===== src/rtl/edh_pkg.sv =====
package edh_pkg;

    localparam int WORD_W = 10;
    localparam int CRC_W  = 16;
    localparam int IDX_W  = 5;
    localparam int N_RNG  = 2;
    localparam int CS_W   = 9;

    localparam logic [CRC_W-1:0] CRC_POLY = 16'h1021;

    localparam logic [IDX_W-1:0] IDX_DID  = 5'd0;
    localparam logic [IDX_W-1:0] IDX_AP0  = 5'd3;
    localparam logic [IDX_W-1:0] IDX_FF0  = 5'd6;
    localparam logic [IDX_W-1:0] IDX_FLG0 = 5'd9;
    localparam logic [IDX_W-1:0] IDX_CS   = 5'd19;

    typedef logic [WORD_W-1:0] word_t;
    typedef logic [CRC_W-1:0]  crc_t;
    typedef logic [CS_W-1:0]   csum_t;

    typedef enum logic [1:0] {
        SLOT_PASS,
        SLOT_AP,
        SLOT_FF,
        SLOT_CS
    } slot_kind_e;

    typedef struct packed {
        slot_kind_e kind;
        logic [1:0] part;
    } slot_t;

    function automatic crc_t crc_word(crc_t c, word_t w);
        crc_t r;
        logic fb;
        r = c;
        for (int i = 0; i < WORD_W; i++) begin
            fb = r[CRC_W-1] ^ w[i];
            r  = {r[CRC_W-2:0], 1'b0};
            if (fb) r = r ^ CRC_POLY;
        end
        return r;
    endfunction

    function automatic word_t pack_udw(crc_t c, logic [1:0] part);
        logic [7:0] b;
        b = '0;
        case (part)
            2'd0:    b[7:2] = c[5:0];
            2'd1:    b[7:2] = c[11:6];
            default: begin
                b[5:2] = c[15:12];
                b[7]   = 1'b1;
            end
        endcase
        return {~(^b), ^b, b};
    endfunction

    function automatic word_t pack_csum(csum_t s);
        return {~s[CS_W-1], s};
    endfunction

    function automatic slot_t classify(logic [IDX_W-1:0] idx);
        slot_t s;
        logic [IDX_W-1:0] d;
        s.kind = SLOT_PASS;
        s.part = 2'd0;
        if (idx >= IDX_AP0 && idx < IDX_FF0) begin
            d      = idx - IDX_AP0;
            s.kind = SLOT_AP;
            s.part = d[1:0];
        end else if (idx >= IDX_FF0 && idx < IDX_FLG0) begin
            d      = idx - IDX_FF0;
            s.kind = SLOT_FF;
            s.part = d[1:0];
        end else if (idx == IDX_CS) begin
            s.kind = SLOT_CS;
        end
        return s;
    endfunction

endpackage


===== src/rtl/edh_crc_accum.sv =====
module edh_crc_accum
    import edh_pkg::*;
(
    input  logic  clk,
    input  logic  rst,
    input  logic  step,
    input  logic  qual,
    input  logic  restart,
    input  word_t word,
    output crc_t  held
);

    crc_t acc_q;
    crc_t held_q;
    crc_t base;

    always_comb begin
        base = restart ? '0 : acc_q;
    end

    always_ff @(posedge clk) begin
        if (rst) begin
            acc_q  <= '0;
            held_q <= '0;
        end else if (step) begin
            if (restart) held_q <= acc_q;
            acc_q <= qual ? crc_word(base, word) : base;
        end
    end

    assign held = held_q;

endmodule


===== src/rtl/edh_pkt_rewrite.sv =====
module edh_pkt_rewrite
    import edh_pkg::*;
(
    input  logic             clk,
    input  logic             rst,
    input  logic             vld,
    input  logic             pkt,
    input  logic [IDX_W-1:0] idx,
    input  logic             live_on,
    input  crc_t             ap_crc,
    input  crc_t             ff_crc,
    input  word_t            word_in,
    output word_t            word_out,
    output logic             ins_on
);

    logic  ins_q;
    csum_t sum_q;
    slot_t slot;
    logic  at_did;

    always_comb begin
        at_did = pkt && (idx == IDX_DID);
        ins_on = at_did ? live_on : ins_q;
        slot   = classify(idx);
        word_out = word_in;
        if (pkt && ins_on) begin
            case (slot.kind)
                SLOT_AP: word_out = pack_udw(ap_crc, slot.part);
                SLOT_FF: word_out = pack_udw(ff_crc, slot.part);
                SLOT_CS: word_out = pack_csum(sum_q);
                default: word_out = word_in;
            endcase
        end
    end

    always_ff @(posedge clk) begin
        if (rst) begin
            ins_q <= 1'b0;
            sum_q <= '0;
        end else if (vld && pkt) begin
            if (at_did) begin
                ins_q <= live_on;
                sum_q <= word_out[CS_W-1:0];
            end else begin
                sum_q <= sum_q + word_out[CS_W-1:0];
            end
        end
    end

endmodule


===== src/rtl/edh_crc_inserter.sv =====
module edh_crc_inserter
    import edh_pkg::*;
(
    input  logic              clk,
    input  logic              rst,
    input  logic [WORD_W-1:0] vid_in,
    input  logic              vid_vld,
    input  logic              in_ap,
    input  logic              in_ff,
    input  logic              fld_start,
    input  logic              pkt_word,
    input  logic [IDX_W-1:0]  pkt_idx,
    input  logic              sd_mode,
    input  logic              crc_ins_n,
    output logic [WORD_W-1:0] vid_out,
    output logic              vid_out_vld
);

    logic [N_RNG-1:0] rng_qual;
    crc_t             rng_held [N_RNG];
    logic             live_on;
    logic             ins_eff;
    word_t            rw_word;
    logic             restart;

    assign rng_qual = {in_ff, in_ap};
    assign live_on  = sd_mode && !crc_ins_n;
    assign restart  = vid_vld && fld_start;

    for (genvar g = 0; g < N_RNG; g++) begin : g_rng
        edh_crc_accum u_acc (
            .clk     (clk),
            .rst     (rst),
            .step    (vid_vld),
            .qual    (rng_qual[g]),
            .restart (restart),
            .word    (vid_in),
            .held    (rng_held[g])
        );
    end

    edh_pkt_rewrite u_rw (
        .clk      (clk),
        .rst      (rst),
        .vld      (vid_vld),
        .pkt      (pkt_word),
        .idx      (pkt_idx),
        .live_on  (live_on),
        .ap_crc   (rng_held[0]),
        .ff_crc   (rng_held[1]),
        .word_in  (vid_in),
        .word_out (rw_word),
        .ins_on   (ins_eff)
    );

    always_ff @(posedge clk) begin
        if (rst) begin
            vid_out     <= '0;
            vid_out_vld <= 1'b0;
        end else begin
            vid_out_vld <= vid_vld;
            if (vid_vld) vid_out <= rw_word;
        end
    end

endmodule


===== config.mk =====
export PLATFORM = sky130hd
export DESIGN_NAME = edh_crc_inserter
export DESIGN_NICKNAME = d
export VERILOG_FILES = /design/src/rtl/edh_pkg.sv /design/src/rtl/edh_crc_accum.sv /design/src/rtl/edh_pkt_rewrite.sv /design/src/rtl/edh_crc_inserter.sv
export SDC_FILE = /design/constraint.sdc
export NUM_CORES = 1
export LEC_CHECK = 0
export ABC_AREA = 1
export BUFFER_PORTS_ARGS = -buffer_cell sky130_fd_sc_hd__buf_2
export CAP_MARGIN = 20
export CORE_MARGIN = 2
export CORE_UTILIZATION = 65
export CTS_BUF_LIST = sky130_fd_sc_hd__clkbuf_16
export DETAILED_ROUTE_END_ITERATION = 12
export PLACE_DENSITY_LB_ADDON = 0.15
export SYNTH_ARGS = -nofsm -noshare
export SYNTH_HDL_FRONTEND = slang
export SYNTH_SLANG_ARGS = --single-unit

===== constraint.sdc =====
create_clock -name clk -period 7.9 [get_ports clk]
set_clock_uncertainty 0.2 [all_clocks]
set_input_delay 1.185 -clock clk [delete_from_list [all_inputs] [get_ports clk]]
set_output_delay 1.185 -clock clk [all_outputs]
set_load 0.02 [all_outputs]

==> impl_metrics.env <==
export IMPL_tritoncts="yes"
export IMPL_ff2ff_path_depth=22
export IMPL_max_cap_violations=0
export IMPL_cts_max_level=3
export IMPL_tns_ns=0
export IMPL_setup_violations=0
export IMPL_nets=821
export IMPL_antenna_found_initial=0
export IMPL_relSlewSlack_pct=32.1
export IMPL_num_rows=33
export IMPL_power_density_nw_per_um2=217
export IMPL_area_delta_synth_final_pct=9.07
export IMPL_syn_nets=812
export IMPL_synth_adder_area_share_pct=3.17
export IMPL_synth_xor_area_share_pct=9.46
export IMPL_cp_arrival_ns=5.34
export IMPL_syn_cell_area_um2=5370
export IMPL_drtIter0Drc=426
export IMPL_wl_per_cell_um=16.0
export IMPL_postCtsSetupBuffers=0
export IMPL_grt_max_degree=61
export IMPL_cts_root_buf="clkbuf_16"
export IMPL_vdd_drop_max_mv=0.168
export IMPL_outcome="finished clean"
export IMPL_ys_async_sr_fraction_pct=0
export IMPL_drc=0
export IMPL_fillers=697
export IMPL_yosysUniqueCellTypes=41
export IMPL_hold_viol=0
export IMPL_antenna_cells=0
export IMPL_grt_usage_pct=32.8
export IMPL_post_place_ws_ns=2.39
export IMPL_placedCellCount=878
export IMPL_synth_top_family_by_area="simple AND/OR/NAND/NOR gates"
export IMPL_startpoint_type="input port"
export IMPL_cts_buffer_depth=2
export IMPL_holdPathStages=2
export IMPL_cts_resized=0
export IMPL_drt_wl_total_um=14300
export IMPL_grt_setup_unrepaired="no"
export IMPL_clock_sinks=85
export IMPL_firstDrtPassIters=6
export IMPL_gp_congestion=0.919
export IMPL_critical_path_class="input port to flip-flop"
export IMPL_yosys_most_used_dff="dfxtp_1"
export IMPL_dieArea_um2=9000
export IMPL_fin_hold_ws_ns=0.268
export IMPL_die_h_um=94.9
export IMPL_grt_pass1_vias=4627
export IMPL_io_pins=35
export IMPL_port_buffers=34
export IMPL_hold_buffers=0
export IMPL_vias=5277
export IMPL_postSynthAreaPerCell_um2=6.93
export IMPL_grt_pass1_wl_um=22800
export IMPL_fin_ws_ns=2.59
export IMPL_min_period_ns=5.31
export IMPL_synth_edff_count=0
export IMPL_synth_cells=775
export IMPL_synth_mux_area_share_pct=0
export IMPL_cp_end_kind="flip-flop"
export IMPL_die_w_um=94.9
export IMPL_required_ns=7.93
export IMPL_cts_buffers_inserted=9
export IMPL_vias_per_cell=5.90
export IMPL_clkSlewWorstSetupHoldPaths_ns=0.06
export IMPL_fmax_mhz=188
export IMPL_tightest_slew_ns=1.02
export IMPL_coreArea_um2=8090
export IMPL_worst_path_max_fanout=11
export IMPL_clk_latency_ns=0.34
export IMPL_dp_hpwl_um=10200
export IMPL_seq_area_frac_synth_pct=31.7
export IMPL_yosys_warnings=0
export IMPL_grt_overflow=0
export IMPL_drive_gt1_share_pct=12.0
export IMPL_worst_hold_path_type="flip-flop to flip-flop"
export IMPL_fin_crit_sh_pct=67.2
export IMPL_yosys_area_share_simple_pct=25.1
export IMPL_start_util_pct=66.3
export IMPL_yosys_register_bits=85
export IMPL_maxSlewViolCount=0
export IMPL_drtAntennaViolNets=0
export IMPL_cellLeakagePower_uw=0.00260
export IMPL_synth_compound_area_share_pct=21.3
export IMPL_stdcell_count=894
metal layers:
layer  up-vias  global-route usage, %  share of wire (%)
li1       2572                      -                  -
met1      2460                   45.2                 44
met2       216                   53.0                 47
met3        29                   2.87                6.2
met4         0                   13.3                2.7
met5         -                      0                  0
metrics by stage:
stage	instance area (µm²)	total power [µW]	utilization (%)
2_1_floorplan	5370	735	-
3_3_place_gp	5530	797	68.4
3_5_place_dp	5530	805	68.4
4_1_cts	5860	1270	72.4
5_1_grt	5860	1330	72.4
6_report	5860	1270	72.4
registers in the layout (all words and copies together), names as in the netlist:
register / count
vid_out_vld: 1
vid_out: 10
g_rng.u_acc.acc_q: 32
u_rw.ins_q: 1
u_rw.sum_q: 9
g_rng.u_acc.held: 32
logic make-up (layout without fill, tap and decap cells):
logic type | Yosys count | count (layout)
AND/OR/NAND/NOR | 284 | 284
AO/OA/AOI/OAI | 209 | 209
buffers and inverters | 126 | 140
flip-flops | 85 | 85
XOR/XNOR | 58 | 58
adder cells (fa/ha/maj) | 13 | 13
placed cells by master, fill, tap and decap left out, types with 12 or more instances in the layout:
| cell | Yosys | layout |
|---|---|---|
| a21oi_1 | 82 | 82 |
| dfxtp_1 | 85 | 85 |
| o21ai_0 | 83 | 83 |
| nand2_1 | 150 | 149 |
| nor2_1 | 56 | 56 |
| buf_2 | 4 | 34 |
| xor2_1 | 34 | 34 |
| inv_1 | 76 | 75 |
| o211ai_1 | 14 | 14 |
| xnor2_1 | 24 | 24 |
| ha_1 | 12 | 12 |
| a31oi_1 | 16 | 16 |
| nand3_1 | 41 | 41 |
path summary, 6_finish.rpt:
kind	end	slack, ns	from
setup reg to reg	u_rw.sum_q[8]	4.14	u_rw.ins_q
setup / recovery	u_rw.sum_q[8]	2.59	pkt_idx[0]
hold reg to reg	g_rng[1].u_acc.held[11]	0.27	g_rng[1].u_acc.held[11]
hold / removal	g_rng[1].u_acc.held[11]	0.27	g_rng[1].u_acc.held[11]
Yosys cell counts (2+ instances only):
cell type	instances	area share, %
nor2_2	2	0.23
nor2_4	3	0.63
o221ai_1	6	0.98
a31oi_1	16	1.9
nand2_4	6	1.3
buf_2	4	0.37
xor2_1	34	5.5
or2_1	3	0.35
o21ai_1	2	0.19
nand3_2	4	0.75
or2_2	6	0.70
inv_2	9	0.63
nand3_1	41	3.8
nand2_1	150	10
o21ai_0	83	7.7
ha_1	12	2.8
inv_1	76	5.3
clkbuf_1	32	2.2
nand3_4	2	0.65
nor2_1	56	3.9
nand3b_1	5	0.70
dfxtp_1	85	32
buf_6	2	0.42
a21oi_1	82	7.6
o211ai_1	14	2.0
xnor2_1	24	3.9
buf_1	2	0.14
area by class of cell:
| cell class | count | area [µm²] | share of cell area (%) |
|---|---|---|---|
| multi-input combinational | 564 | 3170 | 54.2 |
| sequential | 85 | 1700 | 29.1 |
| inverter | 86 | 325 | 5.56 |
| clock buffer | 9 | 225 | 3.85 |
| timing repair buffer | 38 | 200 | 3.42 |
| tap | 105 | 131 | 2.24 |
| clock inverter | 7 | 97.6 | 1.67 |
power breakdown:
| part | leakage (µW) | internal (µW) | switching (µW) |
|---|---|---|---|
| sequential | 0.000701 | 462 | 23.2 |
| clock | 0.000159 | 279 | 184 |
| combinational | 0.00174 | 116 | 204 |
critical path: stages:
cell and delay [ns]:
buf_2 0.17, inv_1 0.12, ha_1 0.22, nand4_2 0.24
inv_2 0.15, nand3_1 0.10, a21boi_0 0.17, inv_1 0.09
nand3_2 0.18, inv_1 0.21, o21ai_0 0.42, inv_1 0.11
ha_1 0.35, a21oi_1 0.15, o21ai_0 0.14, a21oi_1 0.16
inv_1 0.05, a21oi_1 0.14, inv_1 0.08, nand2_1 0.09
nand2_1 0.06, a21oi_1 0.18, o21ai_0 0.11, a21o_1 0.19
nand3_1 0.08, nand2_1 0.05, nor2_1 0.10, nor2_1 0.04
Note: power is estimated with default switching activity, not from simulation.
